**config.mk**
```make
export PLATFORM = sky130hd
export DESIGN_NAME = sixstate_counter
export DESIGN_NICKNAME = d
export VERILOG_FILES = /design/src/rtl/sixstate_pkg.sv /design/src/rtl/sixstate_next.sv /design/src/rtl/sixstate_reg.sv /design/src/rtl/sixstate_flag.sv /design/src/rtl/sixstate_counter.sv
export SDC_FILE = /design/constraint.sdc
export NUM_CORES = 1
export LEC_CHECK = 0
export ABC_AREA = 1
export CAP_MARGIN = 20
export CELL_PAD_IN_SITES_DETAIL_PLACEMENT = 0
export CELL_PAD_IN_SITES_GLOBAL_PLACEMENT = 2
export CORE_UTILIZATION = 14
export CTS_CLUSTER_DIAMETER = 50
export CTS_CLUSTER_SIZE = 30
export DETAILED_ROUTE_END_ITERATION = 10
export PLACE_DENSITY_LB_ADDON = 0.3
export SYNTH_ARGS = -nofsm -noshare
export SYNTH_HDL_FRONTEND = slang
export SYNTH_SLANG_ARGS = --single-unit
```
**constraint.sdc**
```tcl
create_clock -name clk -period 1.9 [get_ports clk]
set_input_delay 0.38 -clock clk [delete_from_list [all_inputs] [get_ports clk]]
set_output_delay 0.38 -clock clk [all_outputs]
set_load 0.01 [all_outputs]
```
**src/rtl/sixstate_pkg.sv**
```systemverilog
package sixstate_pkg;
  localparam int CW    = 3;
  localparam int BIT_A = 2;
  localparam int BIT_B = 1;
  localparam int BIT_C = 0;

  typedef logic [CW-1:0] code_t;

  // J-K stage: set on J only, clear on K only, toggle on both, hold on neither
  function automatic logic jk_next(input logic q, input logic j, input logic k);
    return (j & ~q) | (~k & q);
  endfunction

  // codes outside the six-step cycle have both low bits set
  function automatic logic code_is_unused(input code_t c);
    return c[BIT_B] & c[BIT_C];
  endfunction
endpackage

```
**src/rtl/sixstate_next.sv**
```systemverilog
module sixstate_next
  import sixstate_pkg::*;
(
  input  code_t cur,
  output code_t nxt
);
  logic [CW-1:0] j_in;
  logic [CW-1:0] k_in;

  always_comb begin
    j_in[BIT_A] = cur[BIT_B];
    k_in[BIT_A] = cur[BIT_B];
    j_in[BIT_B] = cur[BIT_C];
    k_in[BIT_B] = 1'b1;
    j_in[BIT_C] = ~cur[BIT_B];
    k_in[BIT_C] = 1'b1;
  end

  for (genvar i = 0; i < CW; i++) begin : g_stage
    assign nxt[i] = jk_next(cur[i], j_in[i], k_in[i]);
  end
endmodule

```
**src/rtl/sixstate_reg.sv**
```systemverilog
module sixstate_reg
  import sixstate_pkg::*;
(
  input  logic  clk,
  input  logic  rst,
  input  logic  step,
  input  logic  wr,
  input  code_t wr_code,
  input  code_t nxt,
  output code_t q
);
  always_ff @(posedge clk) begin
    if (rst)       q <= '0;
    else if (wr)   q <= wr_code;
    else if (step) q <= nxt;
  end

  // idle edge keeps the state
  p_idle_hold_r3: assert property (@(posedge clk) disable iff (rst)
    (!wr && !step) |=> $stable(q));

  // a load writes the supplied code
  p_load_takes_r4: assert property (@(posedge clk) disable iff (rst)
    wr |=> (q == $past(wr_code)));
endmodule

```
**src/rtl/sixstate_flag.sv**
```systemverilog
module sixstate_flag
  import sixstate_pkg::*;
(
  input  code_t cur,
  output logic  bad_code
);
  assign bad_code = code_is_unused(cur);
endmodule

```
**src/rtl/sixstate_counter.sv**
```systemverilog
module sixstate_counter
  import sixstate_pkg::*;
(
  input  logic          clk,
  input  logic          rst,
  input  logic          en,
  input  logic          load,
  input  logic [CW-1:0] load_code,
  output logic [CW-1:0] count_q,
  output logic          unused
);
  code_t cur;
  code_t nxt;
  logic  adv;     // an ordinary enabled step happens at this edge

  assign adv = en & ~load;

  sixstate_next u_next (.cur(cur), .nxt(nxt));

  sixstate_reg u_reg (
    .clk(clk), .rst(rst), .step(en), .wr(load),
    .wr_code(load_code), .nxt(nxt), .q(cur)
  );

  sixstate_flag u_flag (.cur(cur), .bad_code(unused));

  assign count_q = cur;

  // an unused code leaves the unused set on the next step
  p_recover_r6: assert property (@(posedge clk) disable iff (rst)
    (adv && unused) |=> !unused);

  // the cycle is closed
  p_cycle_closed_r9: assert property (@(posedge clk) disable iff (rst)
    (adv && !unused) |=> !unused);

  // B set means A flips and C clears
  p_b_flips_a_r7: assert property (@(posedge clk) disable iff (rst)
    (adv && cur[BIT_B]) |=> (cur[BIT_A] != $past(cur[BIT_A])) && !cur[BIT_C]);

  // C set means B flips
  p_c_flips_b_r8: assert property (@(posedge clk) disable iff (rst)
    (adv && cur[BIT_C]) |=> (cur[BIT_B] != $past(cur[BIT_B])));
endmodule

```
======== After elaboration in Yosys (flattened, before gate mapping) ========
Cells that the tools add are included.
word-level totals
  flip-flop bits (word level) ............. 3
  input port bits ......................... 7
  output and inout bits ................... 4
cells by class
  mux-type cells .......................... 2
  bitwise logic cells ..................... 9
  reductions and logical operators ........ 1
operators with widths
  kind                count
  2-to-1 mux 3 bit    2
  AND 1 bit           5
  NOT 1 bit           3
  nonzero test 2 bit  1
  bitwise OR 1 bit    1

======== Depth between registers and ports, before layout ========
Gate-level depths: netlist (run 1).
  word-level depth ........................ 5
  gate-level depth with buffers ........... 5

======== Cells and area by module ========
A second synthesis (run 1) with hierarchy kept.
unflattened totals
  cells, all modules ...................... 34
  area total of the unflattened synthesis .. 186.4 sq um
modules (own cells, without submodules)
  module         times used  cells each  area an instance (sq um)
  sixstate_reg   1           24          148.9
  sixstate_next  1           8           30.0
  sixstate_flag  1           2           7.5

======== Worst setup path after synthesis (run 1) ========
OpenSTA, ideal clock, no wires.
  path kind ............................... register -> output
  from .................................... register u_reg.q[0]
  to ...................................... output port unused
  arrival time ............................ 558 ps
  data required time ...................... 1,520 ps
  slack ................................... 962 ps
  stages on the path, launching flop included .. 3
  path buffers ............................ 0
  cells stage by stage .................... dfxtp_1 nand2_1 inv_1
on the way
  longest elaborated chain between the ends .. 1
RTL lines
  what                      RTL line                source
  start: declaration        sixstate_reg.sv:10      output code_t q
  start signal: assignment  sixstate_reg.sv:14      else if (wr) q <= wr_code;
  start signal: assignment  sixstate_reg.sv:15      else if (step) q <= nxt;
  AND 1 bit                 sixstate_pkg.sv:16      return c[BIT_B] & c[BIT_C];
  end: declaration          sixstate_counter.sv:10  output logic unused
No other way between the ends.

======== Final worst setup path (run 1) ========
  from .................................... register u_reg.q[1]
  to ...................................... output port unused
Same word-level chain as after synthesis.

==> results of run 1 <==
## cell families after synthesis
| kind of cell | count (synthesis) | synth area share, % |
|---|---|---|
| flops | 3 | 32.9 |
| compound gates | 2 | 5.48 |
| simple gates | 22 | 47.3 |
| buf+inv | 7 | 14.4 |
## cells in the final DEF, fill, tap and decap left out
cell type and n:
a21oi_1 2, nor2_2 1, nand2_1 13, clkdlybuf4s50_1 10, clkbuf_4 3, nand3_1 1, inv_1 7, clkbuf_1 1
nor2_1 7, dfxtp_1 3
## metrics by stage
step,cells,util (%),cell area (sq um),total power [W],setup slack [ps]
floorplan,34,-,183,0.0000907,962
global placement,58,26.0,300,0.000119,460
detailed placement,58,26.0,300,0.000119,448
CTS,62,28.2,327,0.000234,237
global route,62,28.2,327,0.000246,175
finish,62,28.2,327,0.000226,262
## routing by layer
metal | global-route usage, % | vias to the layer above
li1 | - | 126
met1 | 11.0 | 92
met2 | 11.4 | 5
met3 | 1.74 | 0
met4 | 8.04 | 0
met5 | 0 | -
## cell type report
type	instances	area, sq um	area share, %
Tap cell	14	17.5	5.36
Inverter	7	26.3	8.05
Sequential cell	3	60.1	18.4
Timing Repair Buffer	10	100	30.7
Multi-Input combinational cell	24	96.3	29.5
Clock buffer	4	26.3	8.05
## report_power, final
group	total [W]	switching, W	leakage [nW]	internal (W)
logic	0.0000452	0.0000194	0.124	0.0000258
registers	0.0000724	0.00000471	0.0248	0.0000677
clock network	0.000109	0.0000303	0.0150	0.0000785
## worst max-delay path, stage by stage, from the launching register on
cell             delay [ps]
dfxtp_1                 380
nand2_1                  70
inv_1                    50
clkdlybuf4s50_1         530
## worst paths after layout
path / cells after the start / to / slack, ps / from
worst min register to register: 2 / u_reg.q[2] / 590 / u_reg.q[2]
worst max-delay path: 3 / unused / 260 / u_reg.q[1]
worst min-delay path: 2 / u_reg.q[2] / 590 / u_reg.q[2]
worst max register to register: 5 / u_reg.q[0] / 1020 / u_reg.q[1]
==> results.md, run 1 <==
* Setup Fix Bufs, Post-CTS at 0
* Fin Hold WS at 591 ps
* Post-Synthesis Cells at 34
* Cts repair resizes at 0
* Die extent in x at 38.1 um
* Flip-flop count of the largest register after layout at 3
* Final period util at 86.2%
* Clock buffer depth at 2
* RSZ-0062 raised after global routing: no
* Post-layout nets at 56
* YS warnings at 0
* DRT Wirelength at 469 um
* Period minus WS final at 1640 ps
* M1 WL at 237 um
* Hold Buf Count CTS at 0
* Post-synthesis sequential area ratio at 32.9%
* Row Count at 12
* Slew HR at 86.3%
* Vias in the first global route at 205
* Slew Viols, Final at 0
* I/O Buffers at 10
* Initial DRC Count at 5
* Core Region at 1160 sq um
* Syn Nets at 41
* Worst Skew at 2.08 ps
* DR WL met3 at 15 um
* Chip height at 38.1 um
* Nature of the critical path startpoint: flip-flop
* DRC violations left at 0
* Final setup fails at 0
* Synth area leaders: dfxtp_1 (33%), nand2_1 (27%), inv_1 (14%)
* Diode count at 0
* Syn Std Cell Area at 183 sq um
* Starting Density at 15.8%
* Synth cell types at 7
* Full die area at 1450 sq um
* Routed via count at 223
* Largest registers: u_reg.q x3
* Final hold vios at 0
* Biggest register: u_reg.q
* Num CTS Buffers at 3
* Initial antenna violation count at 0
* Most frequent cells after synthesis: nand2_1 (13), inv_1 (7), nor2_1 (7), dfxtp_1 (3), a21oi_1 (2)
* Grt total ovfl at 0
* First-pass GRT wire length at 821 um
* Status: finished, final reports clean
* Setup_tns at 0 ps
* Clock slew at reported path FFs at 40 ps
* Clock latency at the later pin of the worst-skew pair at 230 ps
* EDFF count, synth at 0
* Area Overhead vs Synth at 78.8%
* Detailed-route vias per instance at 3.60
* Arr. time, crit path at 1260 ps
* Wire per inst at 7.56 um
* #FFs+latches synth at 3
* Max H-tree Level at 1
* Post-synth top area share at 32.9%
* Max Freq at 611 MHz
* Root buf cell: clkbuf_4
* Synthesized area per cell at 5.37 sq um
* Cell taking the most area after synthesis: dfxtp_1
* Max layer used: met3
* Most instantiated library cell after synthesis: nand2_1
* Max Cap Violations at 0
* Most common flop cell mapped by yosys: dfxtp_1
* Antenna Violating Nets Remaining at 0
* Routability cong. at 0.752
* Hold Path Class: flip-flop to flip-flop
* First drt pass iteration count at 2
* Critical path class: flip-flop to output port
* # IOs at 11
* Total track usage at 8.51%
* Fill count at 136
* FFs w/ async S/R, synth at 0%
* Clock tree sinks at 3
* Largest net degree at the start of global routing at 7
* Worst-path fanout max at 5
* Worst slew pin tran at 204 ps
* Layout cells sized above 1 at 8.33%
* Worst vdd ir at 0.277 mV
* Worst endpoint required time at 1520 ps
* Leak pwr at 0.164 nW
* Element type at the critical path end: output port
* Pwr/cell area at 693 nW/um^2
* Met2 wire len at 216 um
* Dpl hpwl at 381 um
* CTS tree: yes
(Power assumes the default switching activity.)
==> inputs of run 2 (changes only) <==
- ABC_AREA: 1 -> 0
- CELL_PAD_IN_SITES_DETAIL_PLACEMENT: 0 -> 2
- CORE_AREA: default -> 2 2 39 41
- CORE_UTILIZATION: 14 -> default
- DIE_AREA: default -> 0 0 41 43
- SYNTH_HIERARCHICAL: default -> 1
==> results.md, run 2 <==
* Clock slew at reported path FFs at 40 ps
* Die extent in x at 41 um
* Antenna Violating Nets Remaining at 0
* Most common flop cell mapped by yosys: dfxtp_1
* Synth cell types at 9
* RSZ-0062 raised after global routing: no
* Reg2Reg Launch Point: u_reg/q[1]
* Commonest non-fill, non-tap cell in the layout: clkdlybuf4s50_1
* Post-synthesis sequential area ratio at 36.9%
* Cts repair resizes at 0
* First-pass GRT wire length at 503 um
* Clock buffer depth at 2
* Worst-case reg-to-reg path depth at 3
* Worst vdd ir at 0.138 mV
* Syn Std Cell Area at 163 sq um
* Element type at the critical path end: output port
* Final hold vios at 0
* Post-layout nets at 39
* Max H-tree Level at 1
* Nature of the critical path startpoint: flip-flop
* Post-synth top area share at 36.9%
* Leak pwr at 0.127 nW
* Largest net degree at the start of global routing at 7
* Fin Hold WS at 591 ps
* Max Cap Violations at 0
* Arr. time, crit path at 1300 ps
* Slew Viols, Final at 0
* Root buf cell: clkbuf_4
* Num CTS Buffers at 3
* Chip height at 43 um
* FFs w/ async S/R, synth at 0%
* Grt total ovfl at 0
* Row Count at 14
* Area Overhead vs Synth at 90.0%
* Final setup fails at 0
* Worst-path fanout max at 6
* Core Region at 1380 sq um
* Worst Hold End: u_reg/q[2]
* Detailed-route vias per instance at 3.51
* Vias in the first global route at 146
* Worst slew pin tran at 179 ps
* Routed via count at 165
* CTS tree: yes
* Initial DRC Count at 0
* EDFF count, synth at 0
* Biggest register: u_reg/q
* DRT Wirelength at 386 um
* Initial antenna violation count at 0
* Setup_tns at 0 ps
* Pwr/cell area at 753 nW/um^2
* Layout cells sized above 1 at 12.9%
* Post-Synthesis Cells at 17
* R2R Setup Slk at 910 ps
* Clock latency at the later pin of the worst-skew pair at 230 ps
* Status: finished, final reports clean
* Final period util at 88.7%
* I/O Buffers at 10
* Reg-to-reg endpoint: u_reg/q[1]
* Worst Skew at 3.47 ps
* YS warnings at 6
* Synth area leaders: dfxtp_1 (37%), mux2i_1 (18%), a211oi_1 (14%)
* Largest registers: u_reg/q x3
* Flip-flop count of the largest register after layout at 3
* Max Freq at 594 MHz
* Diode count at 0
* Cell taking the most area after synthesis: dfxtp_1
* Critical path class: flip-flop to output port
* #FFs+latches synth at 3
* Setup Fix Bufs, Post-CTS at 0
* DRC violations left at 0
* Routability cong. at 0.678
* Hold Startpoint: u_reg/q[2]
* Clock tree sinks at 3
* Worst endpoint required time at 1520 ps
* Period minus WS final at 1680 ps
* Hold Buf Count CTS at 0
* Wire per inst at 8.21 um
* First drt pass iteration count at 1
* Most frequent cells after synthesis: a211oi_1 (3), dfxtp_1 (3), mux2i_1 (3), nor2b_1 (3)
* Synthesized area per cell at 9.57 sq um
* Full die area at 1760 sq um
* Syn Nets at 24
* Slew HR at 88.0%
* Hold Path Stages at 2
* Hold Path Class: flip-flop to flip-flop
* Total track usage at 5.42%
* # IOs at 11
* Starting Density at 11.8%
[run 2: cell count changes in the layout (fill, tap and decap cells not counted), sizes merged, moves of 2 or more]
cell    before  now
a21oi        2    0
nand2       13    0
inv          7    1
nor2         8    1
a211oi       0    3
mux2i        0    3
nor2b        0    3
[run 2: area by class of cell]
class	instances	area, sq um
well taps	16	20.0
clock buffers	4	26.3
fillers	160	1070
repair buffers	10	100
inverters	1	3.75
flip-flops and latches	3	60.1
multi-input cells	13	98.8
[run 2: where the power goes]
part | internal, W | switching (W)
clock network | 0.0000787 | 0.0000331
logic | 0.0000313 | 0.0000158
registers | 0.0000686 | 0.00000537
total | 0.000179 | 0.0000542
[run 2: per-layer routing]
metal	vias up	routed length, um	GRT usage, %
li1	86	-	-
met2	10	184	5.63
met5	-	0	0
met1	69	164	3.86
met3	0	38	3.14
met4	0	0	12.0
[run 2: cell families (layout without fill, tap and decap cells)]
kind of cell,count (synthesis),count (layout),share of synthesized area [%]
simple gates,6,6,23.1
compound gates,3,3,13.8
mux,3,3,18.5
flops,3,3,36.9
xor+xnor,1,1,5.39
buf+inv,1,15,2.31
[run 2: per-stage QoR]
stage	util (%)	setup WS (ps)	power (W)	instances	area, sq um
2_1_floorplan	-	902	0.0000937	17	163
3_3_place_gp	20.4	474	0.000123	43	283
3_5_place_dp	20.4	452	0.000123	43	283
4_1_cts	22.3	194	0.000241	47	309
5_1_grt	22.3	147	0.000248	47	309
6_report	22.3	215	0.000233	47	309
[run 2: worst max path at each step]
stage / startpoint / to / slack, ps
2_1_floorplan: u_reg/q[1] / unused / 900
4_1_cts: u_reg/q[1] / unused / 190
3_5_place_dp: u_reg/q[1] / unused / 450
6_report: u_reg/q[1] / unused / 220
5_1_grt: u_reg/q[1] / unused / 150
3_3_place_gp: u_reg/q[1] / unused / 470
[run 2: worst max-delay path, cell delays in order (launching register included)]
cell	delay (ps)
dfxtp_1	400
and2_1	150
clkdlybuf4s50_1	520
==> inputs of run 3 (changes only) <==
- CORE_AREA: 2 2 39 41 -> 4 4 41 43
- DIE_AREA: 0 0 41 43 -> 0 0 45 47
- SLEW_MARGIN: default -> 20
- clock period: 1.9 -> 1.4 ns (I/O delays scaled with it)
==> results.md, run 3 (synthesis results as in run 2) <==
* Routability cong. at 0.674
* Slew HR at 87.1%
* Diode count at 0
* Status: finished, final reports clean
* Worst endpoint required time at 1120 ps
* Post-layout instance area at 305 sq um
* DRT Wirelength at 474 um
* Setup_tns at 0 ps
* Root buf cell: clkbuf_4
* Final setup fails at 0
* Starting Density at 12.5%
* Antenna Violating Nets Remaining at 0
* Initial DRC Count at 0
* Hold Buf Count CTS at 0
* Biggest register: u_reg/q
* Vias in the first global route at 220
* Die extent in x at 45 um
* Period minus WS final at 1260 ps
* Clock latency at the later pin of the worst-skew pair at 230 ps
* Core Region at 1300 sq um
* Element type at the critical path end: output port
* First drt pass iteration count at 1
* Max Cap Violations at 0
* Grt total ovfl at 0
* Reg2Reg Launch Point: u_reg/q[1]
* Detailed-route vias per instance at 3.98
* Total track usage at 6.07%
* Hold Path Stages at 2
* Row Count at 13
* Area Overhead vs Synth at 87.7%
* Initial antenna violation count at 0
* Placed Area at 282 sq um
* Critical path origin: u_reg/q[1]
* Final hold vios at 0
* Arr. time, crit path at 980 ps
* Slew Viols, Final at 0
* Worst vdd ir at 0.318 mV
* Final period util at 90.3%
* RSZ-0062 raised after global routing: no
* Worst-case reg-to-reg path depth at 3
* Layout cells sized above 1 at 19.4%
* Clock tree sinks at 3
* Routed via count at 183
* Max Freq at 791 MHz
* Max H-tree Level at 1
* Total power at 0.000312 W
* Num CTS Buffers at 3
* # IOs at 11
* Leak pwr at 0.141 nW
* Clock buffer depth at 2
* Largest net degree at the start of global routing at 7
* Largest registers: u_reg/q x3
* Commonest non-fill, non-tap cell in the layout: clkdlybuf4s50_1
* Hold Startpoint: u_reg/q[0]
* Worst Skew at 2.81 ps
* Worst-path fanout max at 6
* Worst slew pin tran at 193 ps
* Wire per inst at 10.3 um
* Clock slew at reported path FFs at 40 ps
* CTS tree: yes
* Nature of the critical path startpoint: flip-flop
* DRC violations left at 0
* Full die area at 2120 sq um
* Chip height at 47 um
* I/O Buffers at 10
* Hold Path Class: flip-flop to flip-flop
* Pwr/cell area at 1020 nW/um^2
* Flip-flop count of the largest register after layout at 3
* Critical path class: flip-flop to output port
* First-pass GRT wire length at 793 um
* Post-layout nets at 39
* Most frequent cells in the layout: clkdlybuf4s50_1 (6), dlygate4sd2_1 (4)
[run 3: report_power, final]
part | internal [W] | switching (W)
Combinational | 0.0000371 | 0.0000227
Sequential | 0.0000941 | 0.00000710
Clock | 0.000107 | 0.0000442
Total | 0.000238 | 0.0000740
[run 3: path summary, 6_finish.rpt]
check | end | slack (ps)
min | u_reg/q[0] | 600
max | unused | 140
min reg2reg | u_reg/q[0] | 600
max reg2reg | u_reg/q[1] | 460
[run 3: layout make-up]
| type | count | area, sq um |
|---|---|---|
| fill | 146 | 996 |
| timing repair buffer | 10 | 95.1 |
| clock buffer | 4 | 26.3 |
| sequential | 3 | 62.6 |
| inverter | 1 | 3.75 |
| tap | 15 | 18.8 |
| multi-input combinational | 13 | 98.8 |
[run 3: what timing repair did]
action | CTS | global route
resized for setup | 6 | 0
endpoints found under the setup margin | 4 | 0
setup buffers | 0 | 0
hold endpoints to repair | 0 | 0
[run 3: stage by stage]
stage	worst slack (ps)	hold slack, ps	cells	utilization (%)
floorplan	436	353	17	-
global placement	69.0	610	42	21.6
detailed placement	48.8	598	42	21.6
CTS	122	607	46	23.5
global route	92.7	629	46	23.5
finish	135	595	46	23.5
[run 3: metal layers]
metal	track usage (%)	vias to the layer above	routed length [um]	share of wire [%]
met5	0	-	0	0
li1	-	87	-	-
met4	10.5	0	36	7.6
met1	4.30	79	169	36
met3	2.30	4	46	9.7
met2	9.60	13	222	47
[run 3: critical path: stages (launching register included)]
cell,delay [ps]
dfxtp_2,330
and2_1,150
dlygate4sd2_1,270
